--- src/rtl/fts_pkg.sv ---
package fts_pkg;
  localparam int STATE_W = 2;

  localparam logic [STATE_W-1:0] ST_RUNNING   = 2'd0;
  localparam logic [STATE_W-1:0] ST_IDLE      = 2'd1;
  localparam logic [STATE_W-1:0] ST_BLOCKED   = 2'd2;
  localparam logic [STATE_W-1:0] ST_SQUASHING = 2'd3;

  localparam logic [1:0] POL_FIXED  = 2'd0;
  localparam logic [1:0] POL_ROTATE = 2'd1;

  function automatic logic can_fetch(input logic [STATE_W-1:0] st);
    return (st == ST_RUNNING) || (st == ST_IDLE);
  endfunction
endpackage

--- src/rtl/fts_elig.sv ---
module fts_elig
  import fts_pkg::*;
#(
  parameter int N_THREADS = 4
) (
  input  logic [N_THREADS*STATE_W-1:0] thr_state,
  output logic [N_THREADS-1:0]         elig
);
  for (genvar t = 0; t < N_THREADS; t++) begin : g_thr
    assign elig[t] = can_fetch(thr_state[t*STATE_W +: STATE_W]);
  end
endmodule

--- src/rtl/fts_prio_list.sv ---
module fts_prio_list #(
  parameter int N_THREADS = 4,
  parameter int TID_W     = 2
) (
  input  logic                       clk,
  input  logic                       rst,
  input  logic                       rotate_en,
  input  logic [TID_W-1:0]           rotate_pos,
  output logic [N_THREADS*TID_W-1:0] order_flat
);
  logic [TID_W-1:0] order_q [N_THREADS];
  logic [TID_W-1:0] order_d [N_THREADS];

  for (genvar i = 0; i < N_THREADS; i++) begin : g_slot
    assign order_flat[i*TID_W +: TID_W] = order_q[i];

    if (i == N_THREADS - 1) begin : g_tail
      assign order_d[i] = order_q[rotate_pos];
    end else begin : g_body
      assign order_d[i] = (TID_W'(i) < rotate_pos) ? order_q[i] : order_q[i+1];
    end

    always_ff @(posedge clk) begin
      if (rst)            order_q[i] <= TID_W'(i);
      else if (rotate_en) order_q[i] <= order_d[i];
    end
  end
endmodule

--- src/rtl/fts_scan.sv ---
module fts_scan #(
  parameter int N_THREADS = 4,
  parameter int TID_W     = 2
) (
  input  logic [N_THREADS*TID_W-1:0] order_flat,
  input  logic [N_THREADS-1:0]       elig,
  output logic                       hit,
  output logic [TID_W-1:0]           hit_pos,
  output logic [TID_W-1:0]           hit_tid
);
  logic [N_THREADS-1:0] slot_ok;

  for (genvar i = 0; i < N_THREADS; i++) begin : g_slot
    assign slot_ok[i] = elig[order_flat[i*TID_W +: TID_W]];
  end

  always_comb begin
    hit     = 1'b0;
    hit_pos = '0;
    hit_tid = '0;
    for (int i = N_THREADS - 1; i >= 0; i--) begin
      if (slot_ok[i]) begin
        hit     = 1'b1;
        hit_pos = TID_W'(i);
        hit_tid = order_flat[i*TID_W +: TID_W];
      end
    end
  end
endmodule

--- src/rtl/fts_thread_sel.sv ---
module fts_thread_sel
  import fts_pkg::*;
#(
  parameter int N_THREADS = 4,
  parameter int TID_W     = (N_THREADS > 1) ? $clog2(N_THREADS) : 1
) (
  input  logic                         clk,
  input  logic                         rst,
  input  logic [N_THREADS*STATE_W-1:0] thr_state,
  input  logic [N_THREADS-1:0]         thr_active,
  input  logic [1:0]                   policy,
  input  logic [TID_W-1:0]             fixed_tid,
  input  logic                         sel_strobe,
  output logic [TID_W-1:0]             grant_tid,
  output logic                         grant_valid
);
  localparam int CNT_W = TID_W + 1;

  logic [N_THREADS-1:0]       elig;
  logic [N_THREADS*TID_W-1:0] order_flat;
  logic                       scan_hit;
  logic [TID_W-1:0]           scan_pos;
  logic [TID_W-1:0]           scan_tid;
  logic [CNT_W-1:0]           n_active;
  logic [TID_W-1:0]           lone_tid;
  logic                       multi;
  logic                       rotate_path;

  fts_elig #(.N_THREADS(N_THREADS)) u_elig (
    .thr_state (thr_state),
    .elig      (elig)
  );

  fts_prio_list #(.N_THREADS(N_THREADS), .TID_W(TID_W)) u_list (
    .clk        (clk),
    .rst        (rst),
    .rotate_en  (rotate_path && scan_hit && sel_strobe),
    .rotate_pos (scan_pos),
    .order_flat (order_flat)
  );

  fts_scan #(.N_THREADS(N_THREADS), .TID_W(TID_W)) u_scan (
    .order_flat (order_flat),
    .elig       (elig),
    .hit        (scan_hit),
    .hit_pos    (scan_pos),
    .hit_tid    (scan_tid)
  );

  always_comb begin
    n_active = '0;
    lone_tid = '0;
    for (int t = 0; t < N_THREADS; t++) begin
      n_active = n_active + CNT_W'(thr_active[t]);
      if (thr_active[t]) lone_tid = TID_W'(t);
    end
  end

  assign multi       = n_active > CNT_W'(1);
  assign rotate_path = multi && (policy == POL_ROTATE);

  always_comb begin
    grant_tid   = '0;
    grant_valid = 1'b0;
    if (multi) begin
      if (policy == POL_FIXED) begin
        grant_tid   = fixed_tid;
        grant_valid = 1'b1;
      end else if (policy == POL_ROTATE && scan_hit) begin
        grant_tid   = scan_tid;
        grant_valid = 1'b1;
      end
    end else if (n_active == CNT_W'(1) && elig[lone_tid]) begin
      grant_tid   = lone_tid;
      grant_valid = 1'b1;
    end
  end
endmodule

--- config.mk ---
export PLATFORM = sky130hd
export DESIGN_NAME = fts_thread_sel
export DESIGN_NICKNAME = d
export VERILOG_FILES = /design/src/rtl/fts_pkg.sv /design/src/rtl/fts_elig.sv /design/src/rtl/fts_prio_list.sv /design/src/rtl/fts_scan.sv /design/src/rtl/fts_thread_sel.sv
export SDC_FILE = /design/constraint.sdc
export NUM_CORES = 1
export LEC_CHECK = 0
export ABC_CLOCK_PERIOD_IN_PS = 6810
export BUFFER_PORTS_ARGS = -buffer_cell sky130_fd_sc_hd__buf_2
export CORE_UTILIZATION = 55
export CTS_BUF_LIST = sky130_fd_sc_hd__clkbuf_8
export CTS_CLUSTER_SIZE = 16
export DETAILED_ROUTE_END_ITERATION = 12
export GPL_TIMING_DRIVEN = 0
export PLACE_DENSITY = 0.83
export SLEW_MARGIN = 40
export SYNTH_ARGS = -nofsm -noshare
export SYNTH_HDL_FRONTEND = slang
export SYNTH_HIERARCHICAL = 1
export SYNTH_SLANG_ARGS = --single-unit
--- constraint.sdc ---
create_clock -name clk -period 6.81 [get_ports clk]
set_input_delay 2.043 -clock clk [delete_from_list [all_inputs] [get_ports clk]]
set_output_delay 2.043 -clock clk [all_outputs]
set_load 0.01 [all_outputs]
==> flow_summary.ini <==
[logic_synthesis]
yosysWarnings = 6
synth_top_area_frac = 0.246
ys_ff_latch = 8
synth_cell_types = 34
yosys-top-cells-area = edfxtp_1, mux2_2, mux4_2, inv_1, buf_4
synthCells = 102
avgSynthCellArea_um2 = 9.59
netlist_area_um2 = 978
synth_nets = 125
seq_area_frac_synth = 0.246
synth_top_cell_by_area = edfxtp_1

[route]
drtIter0Drc = 5
vias = 825
avgRoutedWirePerCell_um = 14.6
vias_per_cell = 5.98
drc = 0
antenna_left = 0
dr.pass1.iters = 6
drt_wl_total_mm = 2.02

[cts]
cts-root-buf = clkbuf_8
cts_buffer_depth = 2
cts_hold_buf = 0
clkTransAtPathRegs_ns = 0.04
cts_made_buffers = 3
cts_tree = yes
postCtsSetupRepairBufs = 0
cts_resized = 0
clk_latency_ns = 0.22
cts_sinks = 8
cts-htree-levels = 1

[critical_path]
reg2reg_slack_ns = 4.53
worstPathMaxFanout = 5
end_kind = primary output
cp_common_cell = inv_1
criticalPathCategory = input pin to primary output
critical_path.cell_chain = buf_2 -> inv_1 -> fa_1 -> inv_1 -> ha_1 -> inv_1 -> ha_1 -> nor2_1 -> nand3_1 -> o32ai_1 -> buf_2
slowest_stage = fa_1
slowest_delay_ns = 0.48
cp.required_ns = 4.77
crit_arrival_ns = 3.91
worstSetupStartpointType = input pin

[layout]
top_register = u_list/order_q
antenna_cells = 0
largestRegisters = u_list/order_q (8)
syn_to_final_growth_pct = 15.0
fin_area_um2 = 1120
fillers = 132
layout-drive-gt1-share = 0.361
largest_reg_flops = 8
final_nets = 147
fin_util = 0.713

[placement]
place.gp.congestion = 0.773
port_buffers = 17
placed_area_um2 = 1080
pre_cts_ws_ns = 0.893
hpwl_mm = 1.61

[outcome]
status = complete, no violations

[timing]
slew_headroom = 0.666
tightest_slew_ns = 0.499
period_share = 0.874
finalWorstSetupSlack_ns = 0.857
rsz0062_at_grt = false
tns_ns = 0
drv_slew = 0
hold_viol = 0
setup_viol = 0
fmax_mhz = 168
clock_skew_ns = 0.00198
min_period_ns = 5.95

[floorplan]
die_w_um = 44.2
die_y_um = 44.2
start_util = 0.621
io_pins = 22
coreArea_um2 = 1580
rows = 14
fp.dieArea_um2 = 1950

[grt]
met2_usage = 0.459
antenna_found_initial = 0
busiest_layer = met2
grt_overflow = 0
grtUsageTotal = 0.238
grt_pass1_wl_mm = 3.37
met3_usage = 0.0367
use_met1 = 0.260
grt_start_max_net_pins = 13
grt_pass1_vias = 808

[power]
ir_drop_v = 0.000139
total_power_mw = 0.165
p_leak_nw = 0.486
powerDensity_nw_per_um2 = 147

[flow_run]
maxCapViolations = 0

[min_path]
hold_class = register to register
==> critical path, delay by kind of cell <==
kind / cells / cell delay, ns
adder cells (fa/ha/maj): 3 / 0.89
buffers and inverters: 5 / 0.50
AO/OA/AOI/OAI: 1 / 0.26
AND/OR/NAND/NOR: 2 / 0.22
==> synthesized netlist by cell type <==
| library cell | count |
|---|---|
| mux2_4 | 1 |
| nor3b_2 | 2 |
| o32ai_1 | 2 |
| buf_4 | 6 |
| nand3b_1 | 1 |
| a221o_1 | 1 |
| o21bai_1 | 1 |
| or2b_1 | 1 |
| ha_1 | 3 |
| o21ai_0 | 2 |
| a31oi_1 | 2 |
| nor2b_1 | 5 |
| inv_1 | 13 |
| nor2_1 | 7 |
| and2b_2 | 1 |
| mux2_2 | 7 |
| or2_2 | 1 |
| edfxtp_1 | 8 |
| mux2i_1 | 4 |
| a22oi_1 | 5 |
| fa_1 | 1 |
| o21a_1 | 1 |
| a21oi_1 | 4 |
| nor2b_4 | 1 |
| nor3_1 | 1 |
| nand2_1 | 1 |
| and3b_1 | 1 |
| mux4_2 | 3 |
| a2111oi_1 | 1 |
| and2_1 | 4 |
| o22ai_1 | 2 |
| nand2b_1 | 5 |
| a221oi_2 | 2 |
| nand3_1 | 2 |
==> layout by cell type, fill, tap and decap left out, types with 2 or more instances in the layout <==
master    instances
ha_1              3
o22ai_1           2
nand3_1           2
a21oi_1           4
clkbuf_8          3
edfxtp_1          8
a31oi_1           2
mux2i_1           4
a22oi_1           5
nor3b_2           2
nor2_1            7
buf_4             6
o32ai_1           2
buf_2            17
mux4_2            3
o21ai_0           2
and2_1            4
nand2b_1          5
nor2b_1           5
mux2_2            7
a221oi_2          2
inv_1            13
==> kinds of logic (layout without fill, tap and decap cells) <==
kind of cell,after synthesis,count (layout),synth area share
AND/OR/NAND/NOR,33,33,0.215
AO/OA/AOI/OAI,23,23,0.179
buffers and inverters,19,39,0.0959
multiplexers,15,15,0.206
flip-flops,8,8,0.246
adder cells (fa/ha/maj),4,4,0.0588
==> power breakdown <==
part	switching, mW	internal (mW)	total, mW
combinational	0.0267	0.0255	0.0522
clock	0.0163	0.0381	0.0544
sequential	0.00205	0.0567	0.0587
==> through the flow <==
step           instances  hold slack, ns
2_1_floorplan        102           0.507
3_3_place_gp         135           0.541
3_5_place_dp         135           0.536
4_1_cts              138           0.549
5_1_grt              138           0.583
6_report             138           0.545
==> layout make-up <==
cell class                      instances  area, um2  area share
Sequential cell                         8        240       0.214
Timing Repair Buffer                   17       85.1      0.0756
Clock buffer                            3       41.3      0.0367
Buffer                                  6       45.0      0.0400
Multi-Input combinational cell         75        644       0.573
Inverter                               13       48.8      0.0434
Tap cell                               16       20.0      0.0178
==> per-layer routing <==
metal	share of wire	wire length, um	vias to the layer above
met1	0.42	853	394
met2	0.55	1110	13
met3	0.016	33	3
li1	-	-	415
met4	0.012	24	0
met5	0	0	-
==> worst paths after layout <==
check                                                         from                            endpoint  cells past startpoint
worst min register to register  u_list/order_q[3][1]$_SDFFCE_PN1P_  u_list/order_q[2][1]$_SDFFCE_PN1P_                      1
worst max-delay path                                 thr_active[3]                        grant_tid[1]                     11
worst max register to register  u_list/order_q[0][1]$_SDFFCE_PN0P_  u_list/order_q[3][0]$_SDFFCE_PN1P_                      5
worst min-delay path            u_list/order_q[3][1]$_SDFFCE_PN1P_  u_list/order_q[2][1]$_SDFFCE_PN1P_                      1
Power figures use the tool's default switching activity.
